File: config.mk
export PLATFORM = sky130hd
export DESIGN_NAME = trc_unit
export DESIGN_NICKNAME = d
export VERILOG_FILES = /design/src/rtl/trc_pkg.sv /design/src/rtl/trc_cond.sv /design/src/rtl/trc_seq.sv /design/src/rtl/trc_store.sv /design/src/rtl/trc_unit.sv
export SDC_FILE = /design/constraint.sdc
export NUM_CORES = 1
export LEC_CHECK = 0
export ABC_AREA = 1
export BUFFER_PORTS_ARGS = -buffer_cell sky130_fd_sc_hd__buf_4
export CAP_MARGIN = 30
export CORE_AREA = 4 4 250 252
export DETAILED_ROUTE_END_ITERATION = 8
export DIE_AREA = 0 0 254 256
export MAX_ROUTING_LAYER = met4
export PLACE_DENSITY = 0.75
export SLEW_MARGIN = 30
export SYNTH_ARGS = -nofsm -noshare
export SYNTH_HDL_FRONTEND = slang
export SYNTH_HIERARCHICAL = 1
export SYNTH_SLANG_ARGS = --single-unit
File: constraint.sdc
create_clock -name clk -period 4.6 [get_ports clk]
set_clock_uncertainty 0.2 [all_clocks]
set_input_delay 0.23 -clock clk [delete_from_list [all_inputs] [get_ports clk]]
set_output_delay 0.23 -clock clk [all_outputs]
set_load 0.005 [all_outputs]
File: src/rtl/trc_pkg.sv
package trc_pkg;
  localparam int CFG_AW  = 5;
  localparam int CFG_DW  = 32;
  localparam int NREG    = 5;
  localparam int REG_IW  = $clog2(NREG);
  localparam int WATCH_W = 11;
  localparam int LSST_W  = 4;
  localparam int ISTAT_W = 2;
  localparam int SAMP_W  = 32;
  localparam int NKIND   = 4;
  localparam int KIND_W  = $clog2(NKIND);
  localparam int ENTRY_W = 40;

  // configuration word indices
  localparam int R_MODE = 0;
  localparam int R_TRIG = 1;
  localparam int R_QUAL = 2;
  localparam int R_STOP = 3;
  localparam int R_REC  = 4;

  localparam int MODE_EN_BIT = 0;

  // condition word fields
  localparam int F_WP_LO  = 0;
  localparam int F_WP_VLD = 11;
  localparam int F_LS_LO  = 12;
  localparam int F_LS_VLD = 16;
  localparam int F_BP_VLD = 17;
  localparam int F_OP_AND = 18;
endpackage

File: src/rtl/trc_cond.sv
module trc_cond import trc_pkg::*; #(
  parameter bit EMPTY_TRUE = 1'b1
) (
  input  logic [CFG_DW-1:0]  sel,
  input  logic [WATCH_W-1:0] watch,
  input  logic               brk,
  input  logic [LSST_W-1:0]  lsst,
  output logic               hit
);
  localparam int NGRP = 3;

  logic [WATCH_W-1:0] wmask;
  logic [LSST_W-1:0]  lmask;
  logic [NGRP-1:0]    vld;
  logic [NGRP-1:0]    grp;

  assign wmask = sel[F_WP_LO +: WATCH_W];
  assign lmask = sel[F_LS_LO +: LSST_W];
  assign vld   = {sel[F_BP_VLD], sel[F_LS_VLD], sel[F_WP_VLD]};
  assign grp   = {brk, ((lsst & lmask) == lmask), |(watch & wmask)};

  always_comb begin
    if (vld == '0)
      hit = EMPTY_TRUE;
    else if (sel[F_OP_AND])
      hit = &(grp | ~vld);
    else
      hit = |(grp & vld);
  end
endmodule

File: src/rtl/trc_seq.sv
module trc_seq import trc_pkg::*; (
  input  logic                          clk,
  input  logic                          rst_n,
  input  logic                          fire,
  input  logic [NKIND-1:0]              mask,
  input  logic [NKIND-1:0][SAMP_W-1:0]  src,
  input  logic [ISTAT_W-1:0]            istat,
  output logic                          stb,
  output logic [KIND_W-1:0]             kind,
  output logic [ENTRY_W-1:0]            entry
);
  localparam int PAD_W = ENTRY_W - SAMP_W - ISTAT_W - KIND_W;

  logic [NKIND-1:0]             pend_q;
  logic [NKIND-1:0]             done_bit;
  logic [NKIND-1:0][SAMP_W-1:0] hold_q;
  logic [ISTAT_W-1:0]           ist_q;

  // lowest pending kind goes first
  always_comb begin
    kind = '0;
    for (int k = NKIND - 1; k >= 0; k--)
      if (pend_q[k]) kind = KIND_W'(k);
  end

  assign done_bit = NKIND'(1) << kind;
  assign stb      = |pend_q;

  always_ff @(posedge clk or negedge rst_n) begin
    if (!rst_n)
      pend_q <= '0;
    else if (fire)
      pend_q <= mask;
    else
      pend_q <= pend_q & ~done_bit;
  end

  always_ff @(posedge clk) begin
    if (fire) begin
      hold_q <= src;
      ist_q  <= istat;
    end
  end

  assign entry = {hold_q[kind], {PAD_W{1'b0}}, ist_q, kind};
endmodule

File: src/rtl/trc_store.sv
module trc_store import trc_pkg::*; #(
  parameter int DEPTH = 8,
  localparam int PW = (DEPTH > 1) ? $clog2(DEPTH) : 1
) (
  input  logic               clk,
  input  logic               rst_n,
  input  logic               wr,
  input  logic [ENTRY_W-1:0] entry,
  output logic [PW-1:0]      ptr,
  input  logic [PW-1:0]      peek_addr,
  output logic [ENTRY_W-1:0] peek_data
);
  logic [ENTRY_W-1:0] mem [DEPTH];
  logic [PW-1:0]      ptr_q;

  always_ff @(posedge clk or negedge rst_n) begin
    if (!rst_n)
      ptr_q <= '0;
    else if (wr)
      ptr_q <= (ptr_q == PW'(DEPTH - 1)) ? '0 : ptr_q + 1'b1;
  end

  always_ff @(posedge clk) begin
    if (wr) mem[ptr_q] <= entry;
  end

  assign ptr       = ptr_q;
  assign peek_data = mem[peek_addr];
endmodule

File: src/rtl/trc_unit.sv
module trc_unit import trc_pkg::*; #(
  parameter int DEPTH = 8,
  localparam int PW = (DEPTH > 1) ? $clog2(DEPTH) : 1
) (
  input  logic               clk,
  input  logic               rst_n,
  input  logic               cfg_we,
  input  logic [CFG_AW-1:0]  cfg_addr,
  input  logic [CFG_DW-1:0]  cfg_wdata,
  output logic [CFG_DW-1:0]  cfg_rdata,
  input  logic [WATCH_W-1:0] watch_i,
  input  logic               brk_i,
  input  logic [LSST_W-1:0]  lsst_i,
  input  logic [ISTAT_W-1:0] istat_i,
  input  logic [SAMP_W-1:0]  pc_i,
  input  logic [SAMP_W-1:0]  lsea_i,
  input  logic [SAMP_W-1:0]  stdat_i,
  input  logic [SAMP_W-1:0]  lddat_i,
  output logic               rec_stb_o,
  output logic [PW-1:0]      rec_ptr_o,
  output logic [KIND_W-1:0]  rec_kind_o,
  output logic               stall_o,
  input  logic [PW-1:0]      peek_addr_i,
  output logic [ENTRY_W-1:0] peek_data_o
);
  localparam int NCOND  = 3;
  localparam int C_TRIG = 0;
  localparam int C_QUAL = 1;
  localparam int C_STOP = 2;

  logic [CFG_DW-1:0]  cfg_q [NREG];
  logic               cfg_hit;
  logic [NCOND-1:0]   hit;
  logic               mode_en;
  logic               trig_q;
  logic               triggered;
  logic               fire;
  logic [NKIND-1:0]   rec_mask;
  logic [ENTRY_W-1:0] entry;

  // configuration words
  assign cfg_hit = cfg_addr < CFG_AW'(NREG);

  always_ff @(posedge clk or negedge rst_n) begin
    if (!rst_n) begin
      for (int r = 0; r < NREG; r++) cfg_q[r] <= '0;
    end else if (cfg_we && cfg_hit) begin
      cfg_q[cfg_addr[REG_IW-1:0]] <= cfg_wdata;
    end
  end

  assign cfg_rdata = cfg_hit ? cfg_q[cfg_addr[REG_IW-1:0]] : '0;
  assign mode_en   = cfg_q[R_MODE][MODE_EN_BIT];
  assign rec_mask  = cfg_q[R_REC][NKIND-1:0];

  // trigger, qualifier and stop share one evaluator; only the empty value differs
  for (genvar g = 0; g < NCOND; g++) begin : g_cond
    trc_cond #(.EMPTY_TRUE(g != C_STOP)) u_cond (
      .sel   (cfg_q[R_TRIG + g]),
      .watch (watch_i),
      .brk   (brk_i),
      .lsst  (lsst_i),
      .hit   (hit[g])
    );
  end

  assign triggered = trig_q | hit[C_TRIG];
  assign fire      = mode_en & ~hit[C_STOP] & triggered & hit[C_QUAL]
                   & ~rec_stb_o & (|rec_mask);

  always_ff @(posedge clk or negedge rst_n) begin
    if (!rst_n)
      trig_q <= 1'b0;
    else
      trig_q <= mode_en & ~hit[C_STOP] & triggered;
  end

  trc_seq u_seq (
    .clk   (clk),
    .rst_n (rst_n),
    .fire  (fire),
    .mask  (rec_mask),
    .src   ({lddat_i, stdat_i, lsea_i, pc_i}),
    .istat (istat_i),
    .stb   (rec_stb_o),
    .kind  (rec_kind_o),
    .entry (entry)
  );

  trc_store #(.DEPTH(DEPTH)) u_store (
    .clk       (clk),
    .rst_n     (rst_n),
    .wr        (rec_stb_o),
    .entry     (entry),
    .ptr       (rec_ptr_o),
    .peek_addr (peek_addr_i),
    .peek_data (peek_data_o)
  );

  assign stall_o = fire | rec_stb_o;
endmodule

==> results of run 1 <==
==> sequential cells by signal (all words and copies together) (netlist names) <==
signal / count
trig_q: 1
u_seq/hold_q: 128
u_store/mem: 320
u_seq/ist_q: 2
cfg_q: 160
u_store/ptr: 3
u_seq/pend_q: 4
==> synthesized netlist by cell type, types with 3 or more instances <==
master,n
a21oi_2,3
nand3_1,267
buf_12,9
inv_2,7
buf_2,73
nand2_1,1079
buf_1,3
o21ai_0,70
or2_2,13
a21oi_1,5
o211ai_1,4
edfxtp_1,450
inv_1,642
clkbuf_1,60
nand3_2,80
nor2_1,53
nand2_4,80
nand4_1,103
a21boi_0,4
nor2_2,8
buf_6,11
buf_4,11
dfrtp_1,168
==> stage by stage <==
| stage | hold slack, ps | cells |
|---|---|---|
| global route | 51.5 | 4447 |
| CTS | 1.54 | 4430 |
| finish | 48.4 | 4447 |
| detailed placement | 179 | 4145 |
| floorplan | -266 | 3220 |
| global placement | 182 | 4144 |
==> cells by family after synthesis <==
logic type               after synthesis
AO/OA/AOI/OAI                         92
buffers and inverters                817
adder cells (fa/ha/maj)                2
AND/OR/NAND/NOR                     1687
other                                  1
flip-flops                           618
==> worst reg2reg max path, stage by stage, from the launching register on <==
cell and delay [ps]:
dfrtp_1 400, nand2_1 60, nand2_1 60, nor2_1 200, nand3_1 100, nand2_1 90, nand2_1 60, nand2_1 80
a21oi_2 50, nor3_1 290, nand3_1 220, clkinvlp_4 470, buf_12 410
==> layer usage <==
metal  track usage (%)  share of wire (%)
met2              38.5                 49
met3              4.15                7.4
met4              8.46                3.0
met5                 -                  0
met1              32.9                 41
==> how the worst max path moves through the flow <==
| stage | to | depth (start not counted) | slack (ps) | from |
|---|---|---|---|---|
| global placement | u_seq/hold_q[32]$_DFFE_PP_ | 12 | 1570 | cfg_q[34]$_DFFE_PN0P_ |
| global route | cfg_rdata[21] | 10 | 1150 | cfg_addr[0] |
| floorplan | u_seq/hold_q[0]$_DFFE_PP_ | 12 | 910 | cfg_q[98]$_DFFE_PN0P_ |
| CTS | cfg_rdata[21] | 10 | 1250 | cfg_addr[0] |
| detailed placement | u_seq/hold_q[32]$_DFFE_PP_ | 12 | 1510 | cfg_q[35]$_DFFE_PN0P_ |
| finish | cfg_rdata[21] | 10 | 1260 | cfg_addr[0] |
==> power by group through the flow <==
stage / clock, mW / combinational [mW] / sequential (mW)
4_1_cts: 5.18 / 2.06 / 6.87
2_1_floorplan: 0 / 1.20 / 6.93
3_5_place_dp: 0 / 1.94 / 6.98
3_3_place_gp: 0 / 1.89 / 6.96
6_report: 5.13 / 2.08 / 6.88
5_1_grt: 5.44 / 2.32 / 6.92
==> area by class of cell <==
type	instances	area (um^2)	share of cell area (%)
timing repair buffer	479	4110	11.4
antenna	16	40.0	0.111
tap	782	978	2.71
sequential	618	17700	49.1
multi-input combinational	1785	8730	24.2
clock buffer	94	1880	5.21
inverter	650	2450	6.80
clock inverter	23	178	0.492
==> what timing repair did <==
item                                   4_1_cts  5_1_grt
hold buffers                               168        0
endpoints found under the hold margin      381        0
resized for setup                            0        0
==> impl.org, run 1 <==
** Timing
- Final count of negative-setup-slack endpoints :: 0
- At the pin with the least slew margin, the transition time is 938 ps.
- Worst rel slew slack :: 37.4%
- For the finished layout, the period the worst path requires is 3340 ps.
- Setup repair after global routing left no endpoint under its margin.
- For the final routed database, the setup TNS stands at 0 ps.
- Maximum achievable frequency :: 299 MHz
- Setup ws final :: 1260 ps
- Final Hold Vio Count :: 0
- Dividing the final minimum period by the clock period gives 72.7%.
- The final number of max-transition violations was 0.

** Worst setup path
- The critical path goes through dlygate4sd3_1 > buf_4 > nor2_2 > buf_4 > nor2_1 > nor2_4 > buf_12 > nand3_1 > nor2_1 > buf_4.
- R2r setup slk :: 1500 ps
- The startpoint identified for the worst register-to-register timing path is cfg_q[35]$_DFFE_PN0P_.
- Type of the worst setup path :: input port to primary output
- STA puts the critical path data required time at 4170 ps.
- The worst setup path is captured at a primary output.
- Cell with the most instances on the worst path :: buf_4
- CP startpoint kind :: input port
- Crit path max-delay family :: buffers and inverters
- End of the worst register-to-register path :: u_seq/hold_q[93]$_DFFE_PP_
- On the critical path, the stage with the largest delay is an instance of dlygate4sd3_1.
- Along the worst path, the maximum fanout reaches 77.
- WP buf/inv :: 5
- Stage delay of the slowest cell on the critical path :: 550 ps
- Depth of the worst register-to-register path :: 12
- CP Data Arrival Time :: 2910 ps

** Power and ir drop
- For this design the ratio of total power to cell area is 390 nW/um^2.
- Net switching is 27.0% of the power.
- The share of total power dissipated in sequential elements is 48.8%.
- Total power for the finished layout comes to 14.1 mW.
- Cell internal power was estimated by the tool at 10.3 mW.
- Power share of the combinational group :: 14.8%
- The analysis attributes to net switching a power of 3.80 mW.
- Leakage power :: 17.4 nW
- Part of the power in the clock network :: 36.4%
- IR analysis of the VDD net gives a maximum drop of 0.000338 V.

** Layout
- The net count of the finished layout is 3792.
- After filler insertion, the fill cell instance count of the layout stands at 4842.
- After routing the design area is 36100 um^2.
- In the final layout, the share of cells above drive strength 1 is 16.7%.
- Commonest cells after routing, fill and taps aside :: 1078 x nand2_1, 641 x inv_1, 450 x edfxtp_1, 304 x buf_4, 267 x nand3_1
- The area growth from synthesis to layout is 21.2%.
- End-of-flow core utilization :: 60.0%
- Leaving out fill and tap cells, the most frequent cell in the layout is nand2_1.

** Min path
- Hold Path Stages :: 6
- The worst hold path begins at cfg_addr[4].
- End of the worst hold path :: cfg_q[75]$_DFFE_PN0P_
- The path class of the tightest hold or removal check is input port to flop.

** Clocking
- Clock-pin slew was measured on the worst setup and hold paths at 60 ps.
- Buffers added to address setup during post-CTS repair amount to 0.
- In this run, CTS created clock tree buffers numbering 67.
- The clock drives 618 sinks.
- Max clock buf depth :: 3
- Number of H-tree levels :: 3
- Clock latency on the worst-skew pair, taken at its later pin, is 620 ps.
- TritonCTS built the clock tree.
- Clock root buffer master :: clkbuf_16

** Synthesis
- Of all flip-flops after synthesis, the portion carrying an async set or reset was 27.2%.
- Portion of synthesized cell area occupied by the leading cell type :: 45.4%
- In this run, synthesis produced a sequential element count of 618.
- Predominant post-synthesis flop cell :: edfxtp_1
- Summing the areas of all compound-gate instances in the mapped netlist gives 1.69% of the synthesized area.
- Synthesis instantiated 33 different standard cells from the library.
- By area, the combinational part of the netlist is dominated by simple AND/OR/NAND/NOR gates.
- Summing the sequential cell areas from Yosys gives 59.5% of the chip area.
- After Yosys synthesis, XOR and XNOR cells account for 0% of the synthesized area.
- Measured against the total synthesized area, the mux share comes to 0%.
- Post-synthesis adder-cell area fraction :: 0.0841%
- Area share of and/or/nand/nor cells after synthesis :: 27.2%
- The synthesized design spends more area on one cell type than any other, namely edfxtp_1.
- Synthesis produced 3217 cells.
- The Yosys step of the flow raised 6 warnings.
- In this run the cell area of the synthesized design comes to 29800 um^2.
- Ranked by total cell area, the synthesized netlist is headed by edfxtp_1 45%, dfrtp_1 14%, nand2_1 14%.
- Dividing the synthesized area by the synthesized cell count gives 9.25 um^2.
- The synthesized design contains 450 enable-type register cells.

** Routing
- In the final routed layout, each cell accounts on average for 17.7 um.
- Per-cell via count in the routed design :: 5.08
- Total detailed-routing wirelength :: 78600 um
- Count of TritonRoute iterations in the first routing pass :: 6
- Remaining antenna violation count :: 0
- For this run, design rule violations remaining after detail routing come to 0.
- Number of vias in the routed layout :: 22600
- After the first detailed-routing iteration, the DRC count stood at 2053.

** Die
- The die covers 65000 um^2.
- Measured along the y axis, the die boundary spans 256 um.
- Placement Rows :: 90
- In this run the count of I/O pins placed on the die edge is 268.
- Initial Utilization :: 49.5%
- The die is 254 um wide.
- Floorplan core area :: 60100 um^2

** Placed design
- Worst Setup Slack post-DPL :: 1510 ps
- DP HPWL :: 46200 um
- Post-Place Cell Area :: 32300 um^2
- Final Wtd Congestion :: 0.922
- Number of buffers inserted by port buffering :: 267

** Global routing
- Antenna violations before repair :: 16
- The via count of the first global-routing pass was 21800.
- Largest net degree at the start of global routing :: 161
- After global routing the overflow that remains totals 0.
- The first global-routing pass estimated 123000 um of wire.
- Global routing used 24.6% of the available tracks across all layers.

** Run
- Max-capacitance violation count :: 0

** Outcome
- The flow ran to the end, and the final reports show no timing, DRC or antenna violations.
Power figures use the tool's default switching activity.
==> run 2, diff against run 1 <==
- ABC_AREA: 1 -> 0
- CORE_AREA: 4 4 250 252 -> 4 4 230 232
- DIE_AREA: 0 0 254 256 -> 0 0 234 236
- PLACE_DENSITY: 0.75 -> 0.76
- clock period: 4.6 -> 3 ns (I/O delays scaled with it)
==> run 2 against run 1 <==
Compared with the run above: global-route usage decreased by 0.59 points; combinational power increased by 46%; largest power group unchanged; hold slack got worse by 24 ps; critical path type is now flop to primary output.
==> impl.org, run 2 <==
** Power and ir drop
- The worst IR drop on VDD came to 0.000491 V (was 0.000338 V).
- The relative contribution of combinational cells to total power was 13.9% (was 14.8%).
- Overall Power :: 21.8 mW (was 14.1 mW)
- The net load switching power is 5.28 mW (was 3.80 mW).
- Part of the power in the clock network :: 37.1% (was 36.4%)
- The total power divided by cell area was 665 nW/um^2 (was 390 nW/um^2).
- The static leakage came to 12.8 nW (was 17.4 nW).
- Switching part of the total :: 24.2% (was 27.0%)
- Internal Dissipation :: 16.6 mW (was 10.3 mW)
- The fraction of power consumed by sequential logic was 49.1% (was 48.8%).

** Worst setup path
- Crit path required time :: 2650 ps (was 4170 ps)
- The maximum fanout along the worst path came to 3 (was 77).
- Cell breakdown of the critical path :: a22oi_2 > o2111ai_1 > nor3_2 > a211oi_2 > nand2b_4 > nor4_4 > buf_12 > or2_4 > buf_6 (was dlygate4sd3_1 > buf_4 > nor2_2 > buf_4 > nor2_1 > nor2_4 > buf_12 > nand3_1 > nor2_1 > buf_4)
- The cell at the slowest stage of the critical path was dfrtp_1 (was dlygate4sd3_1).
- Stage delay of the slowest cell on the critical path :: 410 ps (was 550 ps)
- The flop-to-flop setup slack is 30 ps (was 1500 ps).
- Critical path capture point type :: primary output (unchanged)
- The worst path buffer plus inverter count was 2 (was 5).
- Type of the worst setup path :: flop to primary output (was input port to primary output)
- The type of element launching the critical path is a flop (was input port).
- Crit path max-delay family :: simple AND/OR/NAND/NOR gates (was buffers and inverters)
- The data arrival time of the worst path was 2630 ps (was 2910 ps).

** Synthesis
- The most frequently used cell type in the post-synthesis netlist is edfxtp_1 (was nand2_1).
- The post-synthesis cell type with the largest combined area was edfxtp_1 (unchanged).
- Average footprint of a synthesized cell :: 19.5 um^2 (was 9.25 um^2)
- Predominant post-synthesis flop cell :: edfxtp_1 (unchanged)
- Synthesized instance count :: 1294 (was 3217)
- The sequential area share after synthesis came to 70.1% (was 59.5%).
- Commonest cells in the synthesized netlist: 450 x edfxtp_1, 202 x mux2_2, 168 x dfrtp_1, 80 x mux4_1, 38 x inv_1 (was 1079 x nand2_1, 642 x inv_1, 450 x edfxtp_1, 267 x nand3_1, 168 x dfrtp_1).
- Total standard cell area after synthesis :: 25300 um^2 (was 29800 um^2)
- YS warnings :: 6 (unchanged)
- The portion of synthesized cell area occupied by the leading cell type is 53.5% (was 45.4%).
- Fraction of registers with async set/reset :: 27.2% (unchanged)
- Post-synth cell types :: 51 (was 33)
- The number of synthesized flops with an enable pin came to 450 (unchanged).
- Biggest area contributors in the synthesized netlist :: edfxtp_1 54%, dfrtp_1 17%, mux2_2 9.0% (was edfxtp_1 45%, dfrtp_1 14%, nand2_1 14%)
- The flip-flop and latch count after synthesis is 618 (unchanged).

** Layout
- The most common cell after layout, fill and taps aside was edfxtp_1 (was nand2_1).
- The utilization of the core after routing came to 64.4% (was 60.0%).
- Final-stage net count :: 2017 (was 3792)
- Synth-to-layout area growth :: 30.1% (was 21.2%)
- Number of flip-flops in the largest register :: 320 (unchanged)
- Largest registers in the final layout: u_store/mem x320, cfg_q x160, u_seq/hold_q x128 (unchanged).
- Commonest cells after routing, fill and taps aside :: 450 x edfxtp_1, 304 x buf_4, 220 x dlygate4sd3_1, 202 x mux2_2, 168 x dfrtp_1 (was 1078 x nand2_1, 641 x inv_1, 450 x edfxtp_1, 304 x buf_4, 267 x nand3_1)
- The share of post-route cells with drive strength above 1 was 36.5% (was 16.7%).
- Number of filler instances in the final layout :: 3339 (was 4842)
- Register with the most flip-flops :: u_store/mem (unchanged)

** Clocking
- The CTS tree was done (unchanged).
- The clock transition time at the flip-flop clock pins of the worst setup and hold paths was 60 ps (about the same).
- The clock latency on the worst-skew pair came to 670 ps (was 620 ps).
- The depth of the CTS H-tree is 2 (was 3).
- The clock sink total is 618 (unchanged).
- Max clock buf depth :: 3 (unchanged)
- The cell at the root of the clock tree is clkbuf_16 (unchanged).
- The total clock buffers created by CTS came to 60 (was 67).

** Placed design
- The placer's final routability congestion estimate was 0.877 (was 0.922).
- DP HPWL :: 35600 um (was 46200 um)
- Number of buffers inserted by port buffering :: 267 (unchanged)

** Die
- The full die area came to 55200 um^2 (was 65000 um^2).
- The placeable core region was 51000 um^2 (was 60100 um^2).
- Placement Rows :: 83 (was 90)
- Boundary pin count :: 268 (unchanged)
- Initial Utilization :: 49.5% (about the same)
- Die extent in y :: 236 um (was 256 um)
- The die width came to 234 um (was 254 um).

** Global routing
- Global-route track usage on met2 :: 40.0% (was 38.5%)
- Met1 track demand over resource in global routing :: 29.8% (was 32.9%)
- The wire length of the first global-routing pass is 97300 um (was 123000 um).
- Antenna violations before repair :: 4 (was 16)
- Number of global-route vias before repair :: 15700 (was 21800)
- The global routing met3 resource utilization was 4.67% (was 4.15%).
- The most heavily used metal layer in global routing is met2 (unchanged).
- Largest net degree at the start of global routing :: 79 (was 161)
- The overall fraction of global-route tracks in use was 24.0% (was 24.6%).
- Total grt overflow :: 0 (unchanged)

** Timing
- The relative max-transition margin came to 45.2% (was 37.4%).
- The slew at the pin closest to its max-slew limit was 822 ps (was 938 ps).
- RSZ-0062 raised after global routing :: yes (was no)
- Max-slew violation count :: 0 (unchanged)
- Static timing analysis puts the maximum clock frequency at 336 MHz.
- Final Hold Vio Count :: 0 (unchanged)
- Counting I/O delays and the setup requirement, the final critical path takes 2980 ps.
- The number of endpoints failing setup at the final stage was 0 (unchanged).
- Period utilization :: 99.2%

** Routing
- The count of nets left with antenna violations after detail routing is 0 (unchanged).
- The ratio of routed vias to standard cells came to 5.80 (was 5.08).
- Initial DRC Count :: 1240 (was 2053)
- Number of vias in the routed layout :: 14900 (was 22600)
- Count of TritonRoute iterations in the first routing pass :: 8 (was 6)
- The total wire length after detailed routing was 65100 um (was 78600 um).
- Final routed wire length divided by cell count :: 25.4 um (was 17.7 um)
- DRC :: 0 (unchanged)

** Outcome
- Result of the run: completed (unchanged).

** Run
- Max-capacitance violation count :: 0 (unchanged)

** Min path
- The path category of the worst min-delay check is input port to flop (unchanged).
[run 2: cell types whose count changed in the layout (fill, tap and decap cells not counted), moves of 32 or more]
cell	delta
o21ai_0	-64
mux4_1	+80
nand3_1	-265
nand2_1	-1053
nand4_1	-102
mux4_2	+32
nand2_4	-81
dlygate4sd3_1	+52
mux2_2	+202
nand3_2	-80
inv_1	-603
[run 2: path summary, 6_finish.rpt]
kind	start	to	cells past startpoint
min reg2reg	cfg_q[121]$_DFFE_PN0P_	cfg_q[121]$_DFFE_PN0P_	1
max in group asynchronous	rst_n	cfg_q[135]$_DFFE_PN0P_	4
max reg2reg	cfg_q[38]$_DFFE_PN0P_	u_seq/hold_q[47]$_DFFE_PP_	9
max	cfg_q[38]$_DFFE_PN0P_	stall_o	9
min	lsea_i[14]	u_seq/hold_q[46]$_DFFE_PP_	2
min in group asynchronous	rst_n	cfg_q[118]$_DFFE_PN0P_	3
[run 2: stage by stage]
step,cells,area (um^2),worst slack (ps),setup TNS (ps),hold slack (ps)
floorplan,1297,25300,-3320,-433450,-346
global placement,2216,28300,216,0,20.3
detailed placement,2216,28300,140,0,23.5
CTS,2556,32800,10.1,0,0.171
global route,2561,32900,-68.0,-1300,0.231
finish,2561,32900,23.2,0,24.7
[run 2: layer usage]
layer / vias up / wire (um)
met5: - / 0
met4: 0 / 2060
met3: 133 / 4670
met2: 642 / 33300
met1: 7734 / 25100
li1: 6346 / -
[run 2: cell families (layout without fill, tap and decap cells)]
kind of cell | Yosys count | count (layout) | synth area share (%)
muxes | 346 | 346 | 21.5
buffers and inverters | 112 | 692 | 2.30
other | 1 | 8 | 0.0148
AOI/OAI and AO/OA | 104 | 104 | 3.66
DFF | 618 | 618 | 70.1
and+or+nand+nor | 111 | 111 | 2.33
adders and majority gates | 2 | 2 | 0.0991
[run 2: worst reg2reg max path, delay by kind of cell (launching register included)]
kind / cells / cell delay, ps
AOI/OAI and AO/OA: 3 / 520
buffers and inverters: 3 / 770
and+or+nand+nor: 3 / 740
DFF: 1 / 410
[run 2: final cells by class]
class | count | area, um^2 | share of cell area [%]
multi-input combinational | 567 | 7160 | 21.8
timing repair buffer | 541 | 4830 | 14.7
tap | 680 | 851 | 2.59
antenna | 4 | 10.0 | 0.0305
inverter | 38 | 143 | 0.434
clock inverter | 38 | 524 | 1.60
sequential | 618 | 17700 | 53.9
clock buffer | 75 | 1630 | 4.95
[run 2: repair_timing]
item	CTS	global route
endpoints found under the hold margin	459	1
hold buffers	219	1
gates resized for setup	11	1
pin swaps	7	1
endpoints found under the setup margin	1	93
gates cloned	1	0
setup buffers	7	0
[run 2: power groups by stage]
stage	Combinational (mW)	Clock, mW	Sequential (mW)
detailed placement	2.65	0	10.9
global route	3.26	8.60	10.8
global placement	2.57	0	10.8
CTS	3.00	8.16	10.7
floorplan	1.62	0	10.7
finish	3.03	8.09	10.7
==> run 3, diff against run 2 <==
- PLACE_DENSITY: 0.76 -> 0.73
- clock period: 3 -> 3.4 ns (I/O delays scaled with it)
==> run 3 against run 2 <==
Compared with the run above: register-to-register slack better by 400 ps; final area is 2.2% lower; sequential power shrank 12%; non-clock buffer count shrank 66; flip-flop and latch count unchanged; core utilization is 1.4 points lower; largest power group unchanged; count of clock-buffer cells in the layout rose by 12; critical path depth unchanged; combinational power decreased by 18%; total power fell by 12%; sequential share of layout area grew 1.2 points; cell count fell by 2.3%; highest routed layer unchanged.
==> impl.org, run 3 (synthesis results as in run 2) <==
** Outcome
- Result of the run :: completed (unchanged)

** Routing
- The mean routed wirelength per cell is 24.2 um (was 25.4 um).
- The final routed DRC violation total came to 0 (unchanged).
- Remaining antenna violation count :: 0 (unchanged)
- The starting DRC count in detailed routing is 1119 (was 1240).
- The ratio of routed vias to standard cells came to 5.65 (was 5.80).
- Count of TritonRoute iterations in the first routing pass :: 7 (was 8)
- Total detailed-routing wirelength :: 60600 um (was 65100 um)
- Number of vias in the routed layout :: 14100 (was 14900)

** Clocking
- Max clock buf depth :: 3 (unchanged)
- The clock transition time at the flip-flop clock pins of the worst setup and hold paths came to 60 ps (about the same).
- The cell at the root of the clock tree was clkbuf_16 (unchanged).
- The CTS tree is done (unchanged).
- The depth of the CTS H-tree was 3 (was 2).
- The clock latency on the worst-skew pair is 610 ps (was 670 ps).
- The number of post-CTS setup repair buffers was 0 (was 7).
- Clock sink count :: 618 (unchanged)
- The total clock buffers created by CTS was 67 (was 60).

** Timing
- Static timing analysis puts the maximum clock frequency at 305 MHz.
- Setup ws final :: 125 ps (was 23.2 ps)
- The final number of max-transition violations is 0 (unchanged).
- For the finished layout, the period the worst path requires is 3270 ps.
- Final count of negative-setup-slack endpoints :: 0 (unchanged)
- The final-report hold violation count is 0 (unchanged).
- The total negative slack is 0 ps (unchanged).
- The relative max-transition margin was 52.2% (was 45.2%).
- Period utilization :: 96.3%
- RSZ-0062 raised after global routing: no (was yes).
- Measured slew at the worst slew-check pin :: 717 ps (was 822 ps)

** Min path
- Worst hold start :: cfg_addr[3] (was lsea_i[14])
- Hold Path Stages :: 5 (was 2)
- The end point of the most critical hold path is cfg_q[140]$_DFFE_PN0P_ (was u_seq/hold_q[46]$_DFFE_PP_).
- HP Class :: input port to flop (unchanged)

** Power and ir drop
- The total power divided by cell area is 595 nW/um^2 (was 665 nW/um^2).
- Switching part of the total :: 24.0% (was 24.2%)
- The relative contribution of combinational cells to total power came to 13.0% (was 13.9%).
- Internal Dissipation :: 14.5 mW (was 16.6 mW)
- VDD IR max :: 0.000475 V (was 0.000491 V)
- The static leakage came to 12.5 nW (was 12.8 nW).
- Part of the power in the clock network :: 37.6% (was 37.1%)
- Net switching power of the design :: 4.58 mW (was 5.28 mW)
- Sequential cell fraction of total power :: 49.4% (was 49.1%)

** Layout
- The number of fill cells was 3496 (was 3339).
- Layout cell share with drive strength beyond 1 :: 36.6% (was 36.5%)
- Commonest cells after routing, fill and taps aside: 450 x edfxtp_1, 297 x buf_4, 202 x mux2_2, 168 x dfrtp_1, 166 x dlygate4sd3_1 (was 450 x edfxtp_1, 304 x buf_4, 220 x dlygate4sd3_1, 202 x mux2_2, 168 x dfrtp_1).
- The net count of the finished layout was 1958 (was 2017).
- The relative area change from synthesis to final layout is 27.3% (was 30.1%).
- Number of flip-flops in the largest register :: 320 (unchanged)
- Area of combinational cells with multiple inputs :: 7100 um^2 (was 7160 um^2)
- Non-Filler Instances :: 2502 (was 2561)
- Most common cell after layout, fill and taps aside :: edfxtp_1 (unchanged)
- Largest registers in the final layout :: u_store/mem x320, cfg_q x160, u_seq/hold_q x128 (unchanged)
- The area used by sequential logic in the layout was 17700 um^2 (unchanged).
- Register with the most flip-flops :: u_store/mem (unchanged)

** Die
- Chip Width :: 234 um (unchanged)
- The floorplan row count was 83 (unchanged).
- Initial Utilization :: 49.5% (unchanged)
- The number of top-level pins is 268 (unchanged).
- Full die area :: 55200 um^2 (unchanged)
- The vertical extent of the die came to 236 um (unchanged).
- Floorplan core area :: 51000 um^2 (unchanged)

** Worst setup path
- The worst flop-to-flop path endpoint was u_seq/hold_q[105]$_DFFE_PP_ (was u_seq/hold_q[47]$_DFFE_PP_).
- Critical path capture point type :: primary output (unchanged)
- The flop-to-flop setup slack is 430 ps (was 30 ps).
- CP startpoint kind :: flop (unchanged)
- Crit path required time :: 3030 ps (was 2650 ps)
- Type of the worst setup path :: flop to primary output (unchanged)
- CP Data Arrival Time :: 2900 ps (was 2630 ps)
- The maximum fanout along the worst path was 28 (was 3).
- The depth of the worst register-to-register path came to 8 (was 9).
- The start of the worst register-to-register path was cfg_q[37]$_DFFE_PN0P_ (was cfg_q[38]$_DFFE_PN0P_).

** Placed design
- The half-perimeter wire length of the detailed placement result came to 35300 um (was 35600 um).
- Final Wtd Congestion :: 0.863 (was 0.877)
- The worst setup slack before clock tree synthesis was 442 ps (was 140 ps).
- Number of buffers inserted by port buffering :: 267 (unchanged)
- Cell total after placement :: 2211 (was 2216)

** Global routing
- Antenna violations before repair :: 7 (was 4)
- Total GRT Usage :: 22.7% (was 24.0%)
- The aggregate global routing overflow came to 0 (unchanged).
- Global-route wire length before repair :: 91600 um (was 97300 um)
- Number of global-route vias before repair :: 15100 (was 15700)
- Largest net degree at the start of global routing :: 61 (was 79)

** Run
- Max-capacitance violation count :: 0 (unchanged)
==> run 3: final cells by class <==
type / instances / area share (%)
Sequential cell: 618 / 55.1
Multi-Input combinational cell: 567 / 22.1
Timing Repair Buffer: 475 / 12.9
Clock buffer: 87 / 5.70
Tap cell: 680 / 2.65
Clock inverter: 30 / 1.10
Inverter: 38 / 0.444
Antenna cell: 7 / 0.0545
==> run 3: timing repair <==
| item | 4_1_cts | 5_1_grt |
|---|---|---|
| resized for setup | 0 | 0 |
| endpoints found under the setup margin | 0 | 0 |
| hold buffers | 167 | 0 |
| hold endpoints to repair | 369 | 0 |
==> run 3: worst max-delay path: stages, from the launching register on <==
cell and delay, ps:
dfrtp_1 390, a22oi_1 310, o2111ai_1 170, nor3_1 300, a211oi_1 120, nand2b_1 210, nor4_4 330, buf_12 230
or2_2 140, buf_4 110
==> run 3: power groups by stage <==
stage	clock network [mW]	logic (mW)	registers (mW)
floorplan	0	1.42	9.48
global placement	0	2.24	9.52
detailed placement	0	2.33	9.57
CTS	7.30	2.50	9.43
global route	7.66	2.69	9.51
finish	7.18	2.49	9.44
==> run 3: worst max-delay path by stage <==
stage | start | to | slack [ps] | cells after the start
2_1_floorplan | u_seq/pend_q[2]$_DFF_PN0_ | stall_o | -2940 | 4
6_report | cfg_q[37]$_DFFE_PN0P_ | stall_o | 130 | 9
3_5_place_dp | cfg_q[37]$_DFFE_PN0P_ | u_seq/hold_q[69]$_DFFE_PP_ | 440 | 8
5_1_grt | cfg_q[37]$_DFFE_PN0P_ | stall_o | 10 | 9
4_1_cts | cfg_q[37]$_DFFE_PN0P_ | stall_o | 70 | 9
3_3_place_gp | cfg_q[37]$_DFFE_PN0P_ | u_seq/hold_q[106]$_DFFE_PP_ | 530 | 8
==> run 3: metrics by stage <==
step,power [mW],instance area (um^2),hold slack [ps],utilization [%]
finish,19.1,32100,32.4,63.0
global route,19.9,32100,10.8,63.0
CTS,19.2,32100,0.263,63.0
detailed placement,11.9,28200,69.6,55.4
global placement,11.8,28200,63.3,55.3
floorplan,10.9,25300,-326,-
==> run 3: routing by layer <==
layer | vias up | share of wire (%) | track usage (%) | wire, um
met3 | 107 | 6.4 | 4.89 | 3910
met5 | - | 0 | - | 0
met1 | 7289 | 40 | 28.8 | 24100
li1 | 6243 | - | - | -
met4 | 0 | 2.6 | 6.57 | 1590
met2 | 497 | 51 | 37.2 | 31000
